<file path="src/rtl/fu_pkg.sv">
package fu_pkg;
  localparam int FU_DATA_W = 8;
  localparam int FU_ADDR_W = 5;

  // Shared bus codes: a destination code names a unit input and the same
  // source code names that unit's output.
  localparam int PORT_ADD_A  = 0;  // dst: operand A   src: sum
  localparam int PORT_ADD_B  = 1;  // dst: operand B   src: carry flag
  localparam int PORT_INV    = 2;  // dst: inv input   src: complement
  localparam int PORT_ZT     = 3;  // dst: test input  src: zero flag
  localparam int PORT_SH_VAL = 4;  // dst: shift value src: shifted value
  localparam int PORT_SH_CTL = 5;  // dst: shift ctrl  src: random value
  localparam int PORT_RND    = 5;

  typedef struct packed {
    logic wr_a;
    logic wr_b;
    logic wr_inv;
    logic wr_zt;
    logic wr_shv;
    logic wr_shc;
  } fu_wdec_t;
endpackage

</file>
<file path="src/rtl/fu_rst_sync.sv">
module fu_rst_sync #(
  parameter int STAGES = 2
) (
  input  logic clk,
  input  logic rst_n,
  output logic rst_sync_n
);
  logic [STAGES-1:0] sync_q;

  always_ff @(posedge clk or negedge rst_n) begin
    if (!rst_n) sync_q <= '0;
    else        sync_q <= {sync_q[STAGES-2:0], 1'b1};
  end

  assign rst_sync_n = sync_q[STAGES-1];
endmodule

</file>
<file path="src/rtl/fu_adder.sv">
module fu_adder #(
  parameter int DATA_W = 8,
  parameter int LAT    = 2
) (
  input  logic              clk,
  input  logic              rst_n,
  input  logic              a_we,
  input  logic              b_we,
  input  logic [DATA_W-1:0] op_data,
  output logic [DATA_W-1:0] sum,
  output logic              carry
);
  localparam int CNT_W = $clog2(LAT + 1);
  localparam logic [CNT_W-1:0] CNT_LOAD = CNT_W'(LAT);
  localparam logic [CNT_W-1:0] CNT_LAST = CNT_W'(1);

  logic [DATA_W-1:0] a_q, b_q;
  logic [DATA_W:0]   res_q, res_d;
  logic [CNT_W-1:0]  cnt_q, cnt_d;
  logic              op_we, latch_en;

  assign op_we    = a_we | b_we;
  assign latch_en = !op_we && (cnt_q == CNT_LAST);

  always_comb begin
    cnt_d = cnt_q;
    if (op_we)              cnt_d = CNT_LOAD;
    else if (cnt_q != '0)   cnt_d = cnt_q - CNT_LAST;
  end

  always_comb begin
    res_d = {1'b0, a_q} + {1'b0, b_q};
  end

  always_ff @(posedge clk or negedge rst_n) begin
    if (!rst_n) begin
      a_q <= '0;
    end else if (a_we) begin
      a_q <= op_data;
    end
  end

  always_ff @(posedge clk or negedge rst_n) begin
    if (!rst_n) begin
      b_q <= '0;
    end else if (b_we) begin
      b_q <= op_data;
    end
  end

  always_ff @(posedge clk or negedge rst_n) begin
    if (!rst_n) cnt_q <= '0;
    else        cnt_q <= cnt_d;
  end

  always_ff @(posedge clk or negedge rst_n) begin
    if (!rst_n) begin
      res_q <= '0;
    end else if (latch_en) begin
      res_q <= res_d;
    end
  end

  assign sum   = res_q[DATA_W-1:0];
  assign carry = res_q[DATA_W];

  AST_ADD_RESTART: assert property (@(posedge clk) disable iff (!rst_n)
    op_we |=> (cnt_q == CNT_LOAD));
  AST_ADD_HOLD: assert property (@(posedge clk) disable iff (!rst_n)
    (cnt_q != CNT_LAST || op_we) |=> $stable(res_q));
endmodule

</file>
<file path="src/rtl/fu_shifter.sv">
module fu_shifter #(
  parameter int DATA_W = 8
) (
  input  logic [DATA_W-1:0]         val,
  input  logic [$clog2(DATA_W):0]   ctl,
  output logic [DATA_W-1:0]         res
);
  localparam int AMT_W = $clog2(DATA_W);

  logic [DATA_W-1:0] stage [AMT_W+1];
  logic              dir_right;

  assign dir_right = ctl[AMT_W];
  assign stage[0]  = val;

  for (genvar i = 0; i < AMT_W; i++) begin : g_stage
    always_comb begin
      if (!ctl[i])        stage[i+1] = stage[i];
      else if (dir_right) stage[i+1] = stage[i] >> (1 << i);
      else                stage[i+1] = stage[i] << (1 << i);
    end
  end

  assign res = stage[AMT_W];
endmodule

</file>
<file path="src/rtl/fu_lfsr.sv">
module fu_lfsr #(
  parameter int              DATA_W = 8,
  parameter logic [DATA_W-1:0] SEED = 8'h5A,
  parameter logic [DATA_W-1:0] TAPS = 8'hB8
) (
  input  logic              clk,
  input  logic              rst_n,
  input  logic              adv,
  output logic [DATA_W-1:0] state
);
  logic [DATA_W-1:0] st_q, st_d;
  logic              fb;

  assign fb = ^(st_q & TAPS);

  always_comb begin
    st_d = {st_q[DATA_W-2:0], fb};
  end

  always_ff @(posedge clk or negedge rst_n) begin
    if (!rst_n) begin
      st_q <= SEED;
    end else if (adv) begin
      st_q <= st_d;
    end
  end

  assign state = st_q;

  AST_RND_NONZERO: assert property (@(posedge clk) disable iff (!rst_n)
    st_q != '0);
  AST_RND_HOLD: assert property (@(posedge clk) disable iff (!rst_n)
    !adv |=> $stable(st_q));
endmodule

</file>
<file path="src/rtl/fu_cluster.sv">
module fu_cluster #(
  parameter int                DATA_W   = fu_pkg::FU_DATA_W,
  parameter int                ADDR_W   = fu_pkg::FU_ADDR_W,
  parameter int                ADD_LAT  = 2,
  parameter logic [DATA_W-1:0] RND_SEED = 8'h5A,
  parameter logic [DATA_W-1:0] RND_TAPS = 8'hB8
) (
  input  logic              clk,
  input  logic              rst_n,
  input  logic              wr_en,
  input  logic [ADDR_W-1:0] wr_addr,
  input  logic [DATA_W-1:0] wr_data,
  input  logic              rd_en,
  input  logic [ADDR_W-1:0] rd_addr,
  output logic [DATA_W-1:0] rd_data
);
  import fu_pkg::*;

  localparam int CTL_W = $clog2(DATA_W) + 1;
  localparam logic [DATA_W-1:0] FLAG_ONE = DATA_W'(1);

  logic              rst_q_n;
  fu_wdec_t          wdec;
  logic [DATA_W-1:0] sum, inv_q, zt_q, shv_q, sh_res, rnd;
  logic [CTL_W-1:0]  shc_q;
  logic              carry, rnd_adv;
  logic [DATA_W-1:0] inv_out, zt_out, carry_out;

  fu_rst_sync #(.STAGES(2)) u_rst (
    .clk        (clk),
    .rst_n      (rst_n),
    .rst_sync_n (rst_q_n)
  );

  always_comb begin
    wdec.wr_a   = wr_en && (wr_addr == ADDR_W'(PORT_ADD_A));
    wdec.wr_b   = wr_en && (wr_addr == ADDR_W'(PORT_ADD_B));
    wdec.wr_inv = wr_en && (wr_addr == ADDR_W'(PORT_INV));
    wdec.wr_zt  = wr_en && (wr_addr == ADDR_W'(PORT_ZT));
    wdec.wr_shv = wr_en && (wr_addr == ADDR_W'(PORT_SH_VAL));
    wdec.wr_shc = wr_en && (wr_addr == ADDR_W'(PORT_SH_CTL));
  end

  fu_adder #(.DATA_W(DATA_W), .LAT(ADD_LAT)) u_add (
    .clk     (clk),
    .rst_n   (rst_q_n),
    .a_we    (wdec.wr_a),
    .b_we    (wdec.wr_b),
    .op_data (wr_data),
    .sum     (sum),
    .carry   (carry)
  );

  always_ff @(posedge clk or negedge rst_q_n) begin
    if (!rst_q_n)         inv_q <= '0;
    else if (wdec.wr_inv) inv_q <= wr_data;
  end

  always_ff @(posedge clk or negedge rst_q_n) begin
    if (!rst_q_n)        zt_q <= '0;
    else if (wdec.wr_zt) zt_q <= wr_data;
  end

  always_ff @(posedge clk or negedge rst_q_n) begin
    if (!rst_q_n)         shv_q <= '0;
    else if (wdec.wr_shv) shv_q <= wr_data;
  end

  always_ff @(posedge clk or negedge rst_q_n) begin
    if (!rst_q_n)         shc_q <= '0;
    else if (wdec.wr_shc) shc_q <= wr_data[CTL_W-1:0];
  end

  fu_shifter #(.DATA_W(DATA_W)) u_sh (
    .val (shv_q),
    .ctl (shc_q),
    .res (sh_res)
  );

  assign rnd_adv = rd_en && (rd_addr == ADDR_W'(PORT_RND));

  fu_lfsr #(.DATA_W(DATA_W), .SEED(RND_SEED), .TAPS(RND_TAPS)) u_rnd (
    .clk   (clk),
    .rst_n (rst_q_n),
    .adv   (rnd_adv),
    .state (rnd)
  );

  assign inv_out   = ~inv_q;
  assign zt_out    = (zt_q == '0) ? FLAG_ONE : '0;
  assign carry_out = carry ? FLAG_ONE : '0;

  always_comb begin
    case (rd_addr)
      ADDR_W'(PORT_ADD_A):  rd_data = sum;
      ADDR_W'(PORT_ADD_B):  rd_data = carry_out;
      ADDR_W'(PORT_INV):    rd_data = inv_out;
      ADDR_W'(PORT_ZT):     rd_data = zt_out;
      ADDR_W'(PORT_SH_VAL): rd_data = sh_res;
      ADDR_W'(PORT_RND):    rd_data = rnd;
      default:              rd_data = '0;
    endcase
  end

  AST_INV_FOLLOWS: assert property (@(posedge clk) disable iff (!rst_q_n)
    wdec.wr_inv |=> (inv_out == ~$past(wr_data)));
  AST_ZT_FLAG: assert property (@(posedge clk) disable iff (!rst_q_n)
    wdec.wr_zt |=> (zt_out == (($past(wr_data) == '0) ? FLAG_ONE : '0)));
  AST_CARRY_RANGE: assert property (@(posedge clk) disable iff (!rst_q_n)
    (rd_addr == ADDR_W'(PORT_ADD_B)) |-> (rd_data[DATA_W-1:1] == '0));
  AST_SH_IDENT: assert property (@(posedge clk) disable iff (!rst_q_n)
    (shc_q[CTL_W-2:0] == '0) |-> (sh_res == shv_q));
endmodule

</file>
<file path="config.mk">
export PLATFORM = sky130hd
export DESIGN_NAME = fu_cluster
export DESIGN_NICKNAME = d
export VERILOG_FILES = /design/src/rtl/fu_pkg.sv /design/src/rtl/fu_rst_sync.sv /design/src/rtl/fu_adder.sv /design/src/rtl/fu_shifter.sv /design/src/rtl/fu_lfsr.sv /design/src/rtl/fu_cluster.sv
export SDC_FILE = /design/constraint.sdc
export NUM_CORES = 1
export LEC_CHECK = 0
export ABC_AREA = 1
export CORE_AREA = 2 2 92 94
export CTS_BUF_LIST = sky130_fd_sc_hd__clkbuf_8
export CTS_CLUSTER_SIZE = 28
export DETAILED_ROUTE_END_ITERATION = 16
export DIE_AREA = 0 0 94 96
export GPL_ROUTABILITY_DRIVEN = 0
export PLACE_DENSITY = 0.68
export SLEW_MARGIN = 20
export SYNTH_ARGS = -nofsm -noshare
export SYNTH_HDL_FRONTEND = slang
export SYNTH_HIERARCHICAL = 1
export SYNTH_SLANG_ARGS = --single-unit
</file>
<file path="constraint.sdc">
create_clock -name clk -period 4.9 [get_ports clk]
set_input_delay 0.98 -clock clk [delete_from_list [all_inputs] [get_ports clk]]
set_output_delay 0.98 -clock clk [all_outputs]
set_load 0.005 [all_outputs]
</file>
---- After elaboration in Yosys (flattened, before gate mapping) ----
Index checks and enable logic that the tools add are counted.
cells by class
  $add $sub $neg .......................... 2
  equal/unequal tests ..................... 11
  muxes and demuxes ....................... 11
  bitwise operators ....................... 2
  reduce and logical (&&, ||, !) cells .... 15
operator list
  kind                   number
  $mux W8                6
  $pmux W8 S6            1
  $eq A5 B2 Y1 const B   4
  $eq A5 B3 Y1 const B   4
  $eq A5 B1 Y1 const B   2
  $logic_not A5 Y1       2
  $add A8 B8 Y9          1
  $logic_and A1 B1 Y1    8
  $logic_not A8 Y1       1
  $not A8 Y8             1
  $reduce_xor A8 Y1      1
  $mux W2                2
  $reduce_bool A2 Y1     2
  $eq A2 B1 Y1 const B   1
  $mux W1                2
  $sub A2 B1 Y2 const B  1
  $logic_not A1 Y1       1
  $or A1 B1 Y1           1
word-level totals
  flip-flop bits (word level) ............. 65
  input port bits ......................... 22
  output and inout bits ................... 8
  word-level logic and storage cells ...... 51

---- Longest topological paths before layout ----
Gate-level depths: netlist of run 1.
  word-level depth ........................ 7
  gate-level depth with buffers ........... 11
  mapped depth without buffers ............ 11

---- Hierarchy ----
The synthesis of run 1 kept the hierarchy.
by module, submodules not included
  module       instances  cells each  area each (um^2)  seq. area each (um^2)
  fu_cluster   1          217         1634.1            700.7
  fu_adder     1          138         1412.6            675.6
  fu_shifter   1          97          473.0             0.0
  fu_lfsr      1          46          370.4             205.2
  fu_rst_sync  1          3           53.8              50.0

---- Least setup slack after synthesis of run 1 ----
Ideal clock, no wire load.
  path kind ............................... in2out
  start point ............................. input rd_addr[4]
  end point ............................... output rd_data[1]
  arrival time ............................ 1609 ps
  required time ........................... 3920 ps
  path slack .............................. 2311 ps
  cell stages on the path ................. 4
  buffers on the path ..................... 1
  path through ............................ inv_1 -> clkbuf_1 -> nand4_1 -> nand4_1
between the ends
  word-level cells in the longest chain between the ends .. 2
  elaborated cells on any way between the ends .. 7
  those cells by class .................... 5 x eq/ne; 1 x mux; 1 x reduce/logical
ends and longest elaborated chain
  what                                        RTL line          RTL
  from (decl)                                 fu_cluster.sv:14  input logic [ADDR_W-1:0] rd_addr,
  $eq A5 B3 Y1, or another cell as far along  fu_cluster.sv:94  case (rd_addr)
  $pmux W8 S6 (*)                             fu_cluster.sv:94
  to (decl)                                   fu_cluster.sv:15  output logic [DATA_W-1:0] rd_data
Mark *: on every way between the ends. The rest lies on a longest branch, timed or not.

---- Worst setup path in the final report of run 1 ----
  start point ............................. input rd_addr[2]
  end point ............................... output rd_data[0]
The elaborated chain is that of the path after synthesis.

==> results of run 1 <==
[worst paths after layout]
path                                       from              end  slack (ns)
worst max register to register     u_add/a_q[0]   u_add/res_q[6]        3.27
min in group asynchronous       u_rst/sync_q[1]          zt_q[4]        0.43
worst min register to register  u_rst/sync_q[0]  u_rst/sync_q[1]        0.36
max in group asynchronous       u_rst/sync_q[1]         inv_q[2]        3.95
worst min-delay path            u_rst/sync_q[0]  u_rst/sync_q[1]        0.36
worst max-delay path                 rd_addr[2]       rd_data[0]        1.05
[Yosys cell counts (all sizes together) (2+ instances only)]
cell type	count
mux2	16
nor2	30
nor3	4
ha	10
nand2	192
inv	51
nand3b	2
nand3	41
dfstp	4
clkbuf	5
dfrtp	61
a21oi	7
or2	2
buf	7
nand4	42
o21ai	20
[area by class of cell]
class	instances	area, sq um	area share
well taps	105	131	0.0294
flip-flops and latches	65	1630	0.365
multi-input cells	372	2010	0.450
repair buffers	33	320	0.0716
clock buffers	12	165	0.0369
clock inverters	4	15.0	0.00336
inverters	52	195	0.0437
[flip-flops by register name (all words and copies together) (netlist names)]
register / count
zt_q: 8
u_add/b_q: 8
u_add/res_q: 9
u_add/a_q: 8
shc_q: 4
u_rnd/state: 8
u_rst/sync_q: 2
u_add/cnt_q: 2
shv_q: 8
inv_q: 8
[per-layer routing]
layer | vias up | global-route usage | part of all wire
met5 | - | 0 | 0
met4 | 0 | 0.0930 | 0.025
met3 | 15 | 0.0392 | 0.031
met2 | 43 | 0.351 | 0.47
met1 | 1549 | 0.284 | 0.48
li1 | 1707 | - | -
[per-stage QoR]
step	utilization	worst slack [ns]
6_report	0.555	1.05
5_1_grt	0.555	0.873
4_1_cts	0.555	1.04
3_5_place_dp	0.533	1.05
3_3_place_gp	0.533	1.12
2_1_floorplan	-	2.31
[power breakdown]
group          leakage, nW  internal [mW]  total [mW]  switching [mW]
Combinational         1.35          0.212       0.526           0.314
Clock                0.108          0.218       0.418           0.199
Sequential           0.818          0.673       0.781           0.108
[worst max-delay path: cells and delay by family]
kind | cells | cell delay [ns]
AND/OR/NAND/NOR | 4 | 0.86
AO/OA/AOI/OAI | 1 | 0.05
buffers and inverters | 2 | 0.98
[kinds of logic (layout without fill, tap and decap cells)]
group                    Yosys count  after routing
other                              1              1
XOR/XNOR                           1              1
adder cells (fa/ha/maj)           11             11
AND/OR/NAND/NOR                  314            314
multiplexers                      16             16
buffers and inverters             64            101
AO/OA/AOI/OAI                     29             29
flip-flops                        65             65
==> PnR_summary.wiki, run 1 <==
{| class="wikitable"
! Metric !! Value
|-
| Post-cts resize count || 0
|-
| Vias/cell || 5.15
|-
| Final hold slack || 0.357 ns
|-
| Highest achievable clock rate || 260 MHz
|-
| Number of hold-repair buffers added at the cts stage || 0
|-
| Top cell type's share of synthesized area || 0.387
|-
| Core Box Area || 8050 sq um
|-
| Number of cells produced by synthesis || 501
|-
| Synthesized netlist net count || 534
|-
| Hold Vio Cnt, Final || 0
|-
| Clock slew seen by the registers of the worst setup and hold paths || 0.06 ns
|-
| Simple-gate area share of the yosys netlist || 0.381
|-
| Cell row count || 33
|-
| Transition time of the tightest slew-check pin || 0.791 ns
|-
| Largest net degree at the start of global routing || 64
|-
| Slowest stage delay, CP || 0.52 ns
|-
| Combinational family with the most area after synthesis || simple AND/OR/NAND/NOR gates
|-
| Final Slew Violations || 0
|-
| Power density relative to cell area || 386 nW/um^2
|-
| Leading cell type in the layout, fill and taps excluded || sky130_fd_sc_hd__nand2_1
|-
| Flip-flop cell with the highest count after synthesis || sky130_fd_sc_hd__dfrtp_1
|-
| Cell area after synthesis || 3940 sq um
|-
| Setup TNS after final layout || 0 ns
|-
| Status || finished clean
|-
| WHS Path Cells || 0
|-
| Total via count in the routed design || 3,314
|-
| H-tree depth || 3
|-
| Wire length of the first global-routing pass || 15.1 mm
|-
| Share of the synthesized area in compound gates (AO/OA/AOI/OAI) || 0.0431
|-
| Ys Warns || 6
|-
| Count of filler cells inserted in the layout || 778
|-
| Sink Count || 65
|-
| ANT nets after route || 0
|-
| Startpoint class of the critical path || primary input
|-
| Starting density of the core || 0.490
|-
| Clock tree root buffer cell || sky130_fd_sc_hd__clkbuf_8
|-
| Library cell appearing most often on the critical path || sky130_fd_sc_hd__clkdlybuf4s50_1
|-
| Critical path capture point type || output pin
|-
| Final Instance Count excl. Fillers || 643
|-
| Leading area contributor after synthesis || sky130_fd_sc_hd__dfrtp_1
|-
| Top-Level Pins || 30
|-
| Initial DRT Pass Iterations || 4
|-
| Number of I/O port buffers || 29
|-
| Share of cell area taken by muxes after synthesis || 0.0457
|-
| Count of distinct cell types in the synthesized netlist || 35
|-
| Post-route clock skew || 0.00795 ns
|-
| Number of design-rule violations left by the first detailed-router iteration || 158
|-
| Leakage power || 2.28 nW
|-
| Crit Path Class || in -> out
|-
| Logic depth of the worst register-to-register path || 8
|-
| Inserted Diodes || 0
|-
| Period utilization || 0.786
|-
| Clock Tree Buf Depth || 2
|-
| All-layer global routing usage || 0.216
|-
| Initial antenna violation count || 0
|-
| DIE AREA || 9020 sq um
|-
| Number of enable flip-flop cells after synthesis || 0
|-
| WP data arrival || 2.87 ns
|-
| Worst-Skew Late Latency || 0.34 ns
|-
| Total Power || 1.72 mW
|-
| Relative slew margins || 0.472
|-
| Max-Cap Viols || 0
|-
| Number of endpoints failing setup at the final stage || 0
|-
| Async set-reset flop share out of synthesis || 1.00
|-
| Part of the Yosys area used for sequential elements || 0.414
|-
| Post-Synthesis Mean Instance Area || 7.87 sq um
|-
| Post-synthesis sequential element count || 65
|-
| Total Nets Final || 566
|-
| Required time of the critical path || 3.92 ns
|-
| Total gr overflow || 0
|-
| Number of DRC violations after detailed routing || 0
|-
| Min-Delay Path Class || reg -> reg
|-
| Unrepaired setup endpoints after global routing || false
|-
| Critical-path cell with the highest stage delay || sky130_fd_sc_hd__nor2_2
|-
| Post-DP HPWL || 6.49 mm
|-
| Final Instance Area || 4470 sq um
|-
| Crit path cell chain || clkdlybuf4s50_1 > nor2_2 > nand3_1 > nor2_1 > a21oi_1 > nand2_1 > clkdlybuf4s50_1
|-
| Fraction of final layout cells with drive strength greater than 1 || 0.141
|-
| CTS Buf Count || 9
|-
| Most frequent cells in the layout || sky130_fd_sc_hd__nand2_1 (189), sky130_fd_sc_hd__dfrtp_1 (60), sky130_fd_sc_hd__inv_1 (47), sky130_fd_sc_hd__nand4_1 (42)
|-
| Number of cells in the design after placement || 627
|-
| Die width || 94 um
|-
| CTS tree || built
|-
| Placed cell area || 4290 sq um
|-
| Largest cells by area after synthesis || sky130_fd_sc_hd__dfrtp_1 (39%), sky130_fd_sc_hd__nand2_1 (18%), sky130_fd_sc_hd__nand4_1 (6.7%), sky130_fd_sc_hd__mux2_2 (4.6%), sky130_fd_sc_hd__inv_1 (4.1%)
|-
| Synth-to-Final Area Change || 13.4%
|-
| Arithmetic-cell share of the synthesized area counting full adders, half adders and majority gates || 0.0368
|-
| Setup repair bufs after CTS || 0
|-
| Via count of the first global-routing pass || 3,206
|-
| Xor and xnor fraction of the mapped netlist area || 0.00222
|-
| Die outline height || 96 um
|-
| Crit path time final || 3.85 ns
|-
| Routed len/inst || 13.7 um
|-
| Total length of routed wires || 8.78 mm
|-
| Highest ir drop seen on vdd || 0.239 mV
|-
| Largest fanout on the critical path || 17
|}
Note: power is estimated with default switching activity, not from simulation.
==> run 2, diff against run 1 <==
Clock period 4.9 ns to 3.9 ns, I/O delays scaled along.
==> run 2 against run 1 <==
Against the previous run:
- clock skew decreased by 0.0050 ns
- critical endpoint is now rd_data[6]
- flip-flop and latch count unchanged
- critical path depth unchanged
- first-iteration DRC count increased by 29%
==> PnR_summary.wiki, run 2 (synthesis results as in run 1) <==
{| class="wikitable"
! Metric !! Value
|-
| Status || finished clean
|-
| DIE AREA || 9020 sq um (unchanged)
|-
| Initial antenna violation count || 0 (unchanged)
|-
| Leakage power || 2.28 nW (+0.17%)
|-
| Setup TNS after final layout || 0 ns (unchanged)
|-
| Highest ir drop seen on vdd || 0.280 mV (+17%)
|-
| Fraction of final layout cells with drive strength greater than 1 || 0.147 (+0.00558)
|-
| All-layer global routing usage || 0.208 (-0.00773)
|-
| Critical path capture point type || output pin
|-
| Period utilization || 0.852
|-
| H-tree depth || 3 (unchanged)
|-
| Transition time of the tightest slew-check pin || 0.783 ns (-0.00790 ns)
|-
| Clock tree root buffer cell || sky130_fd_sc_hd__clkbuf_8
|-
| Largest fanout on the critical path || 10 (-7)
|-
| Met1 wire length || 4.03 mm (-4.2%)
|-
| Total Power || 2.21 mW (+28%)
|-
| Top-Level Pins || 30 (unchanged)
|-
| Register bank with the most flops || u_add/res_q
|-
| Post-cts resize count || 0 (unchanged)
|-
| Vias/cell || 5.19 (+0.69%)
|-
| Via count of the first global-routing pass || 3,127 (-2.5%)
|-
| Internal reg-to-reg setup slack || 2.26 ns (-1.01 ns)
|-
| Max reg flops || 9 (unchanged)
|-
| Crit Path Class || in -> out
|-
| Cell row count || 33 (unchanged)
|-
| Number of hold-repair buffers added at the cts stage || 0 (unchanged)
|-
| Uppermost layer routed || met4
|-
| Total Nets Final || 567 (+0.18%)
|-
| Setup repair bufs after CTS || 0 (unchanged)
|-
| Total length of routed wires || 8.69 mm (-1.0%)
|-
| Number of design-rule violations left by the first detailed-router iteration || 204 (+29%)
|-
| Post-route clock skew || 0.00295 ns (-0.00500 ns)
|-
| Max-Cap Viols || 0 (unchanged)
|-
| Placed cell area || 4300 sq um (+0.18%)
|-
| Die outline height || 96 um (unchanged)
|-
| Starting density of the core || 0.490 (unchanged)
|-
| Min-Delay Path Class || reg -> reg
|-
| Sink Count || 65 (unchanged)
|-
| Inserted Diodes || 0 (unchanged)
|-
| Hold Vio Cnt, Final || 0 (unchanged)
|-
| Number of endpoints failing setup at the final stage || 0 (unchanged)
|-
| Most frequent cells in the layout || sky130_fd_sc_hd__nand2_1 (189), sky130_fd_sc_hd__dfrtp_1 (60), sky130_fd_sc_hd__inv_1 (44), sky130_fd_sc_hd__nand4_1 (42)
|-
| Leading cell type in the layout, fill and taps excluded || sky130_fd_sc_hd__nand2_1
|-
| Number of I/O port buffers || 29 (unchanged)
|-
| Relative slew margins || 0.478 (+0.00527)
|-
| Clock slew seen by the registers of the worst setup and hold paths || 0.07 ns (about the same)
|-
| Number of DRC violations after detailed routing || 0 (unchanged)
|-
| Final Instance Area || 4490 sq um (+0.50%)
|-
| CTS tree || built
|-
| Met3 wirelength from detailed routing || 403 um (+50%)
|-
| CTS Buf Count || 9 (unchanged)
|-
| Largest net degree at the start of global routing || 64 (unchanged)
|-
| Initial DRT Pass Iterations || 5 (+1)
|-
| Routed len/inst || 13.5 um (-1.0%)
|-
| Unrepaired setup endpoints after global routing || false
|-
| Power density relative to cell area || 493 nW/um^2 (+28%)
|-
| Required time of the critical path || 3.12 ns (-0.80 ns)
|-
| Wire length of the first global-routing pass || 14.5 mm (-3.7%)
|-
| Wire length on met2 || 4.13 mm (+0.76%)
|-
| Clock Tree Buf Depth || 2 (unchanged)
|-
| Core Box Area || 8050 sq um (unchanged)
|-
| Startpoint class of the critical path || primary input
|-
| Worst-Skew Late Latency || 0.33 ns (about the same)
|-
| Total via count in the routed design || 3,337 (+0.69%)
|-
| WP data arrival || 2.54 ns (-0.33 ns)
|-
| Total gr overflow || 0 (unchanged)
|-
| ANT nets after route || 0 (unchanged)
|-
| Final Slew Violations || 0 (unchanged)
|-
| Post-DP HPWL || 6.49 mm (about the same)
|-
| Die width || 94 um (unchanged)
|-
| Final hold slack || 0.359 ns (+0.00132 ns)
|-
| Crit path time final || 3.32 ns
|-
| Synth-to-Final Area Change || 13.9%
|-
| Highest achievable clock rate || 301 MHz
|}
[run 2: worst paths after layout]
kind                       cells past startpoint             from         endpoint
setup reg to reg                               8     u_add/a_q[0]   u_add/res_q[6]
setup / recovery                               7       rd_addr[0]       rd_data[6]
max in group asynchronous                      1  u_rst/sync_q[1]   u_rnd/state[2]
hold reg to reg                                0  u_rst/sync_q[0]  u_rst/sync_q[1]
hold / removal                                 0  u_rst/sync_q[0]  u_rst/sync_q[1]
min in group asynchronous                      1  u_rst/sync_q[1]          zt_q[6]
[run 2: metal layers]
layer,up-vias,global-route usage
li1,1705,-
met1,1546,0.282
met2,76,0.339
met3,10,0.0392
met4,0,0.0688
met5,-,0
[run 2: per-stage QoR]
| step | instances | util | setup WS [ns] |
|---|---|---|---|
| 6_report | 643 | 0.558 | 0.577 |
| 5_1_grt | 643 | 0.558 | 0.380 |
| 4_1_cts | 643 | 0.558 | 0.575 |
| 3_5_place_dp | 628 | 0.534 | 0.578 |
| 3_3_place_gp | 628 | 0.534 | 0.619 |
| 2_1_floorplan | 501 | - | 1.71 |
[run 2: area by class of cell]
type / count / area, sq um
Tap cell: 105 / 131
Timing Repair Buffer: 34 / 328
Fill cell: 818 / 3560
Inverter: 52 / 195
Clock inverter: 4 / 43.8
Multi-Input combinational cell: 372 / 2010
Sequential cell: 65 / 1630
Clock buffer: 11 / 151
[run 2: critical path, cell delays in order]
cell and delay [ns]:
sky130_fd_sc_hd__clkdlybuf4s50_1 0.50, sky130_fd_sc_hd__nor2_4 0.23, sky130_fd_sc_hd__inv_1 0.08, sky130_fd_sc_hd__nor2_2 0.24, sky130_fd_sc_hd__nand2_1 0.10, sky130_fd_sc_hd__nand4_1 0.11, sky130_fd_sc_hd__clkdlybuf4s50_1 0.50
[run 2: report_power, final]
part           internal, mW  leakage [nW]  switching, mW  total (mW)
Sequential            0.846         0.818          0.135       0.981
Combinational         0.267          1.36          0.396       0.663
Clock                 0.322         0.106          0.247       0.569
Total                  1.44          2.28          0.778        2.21
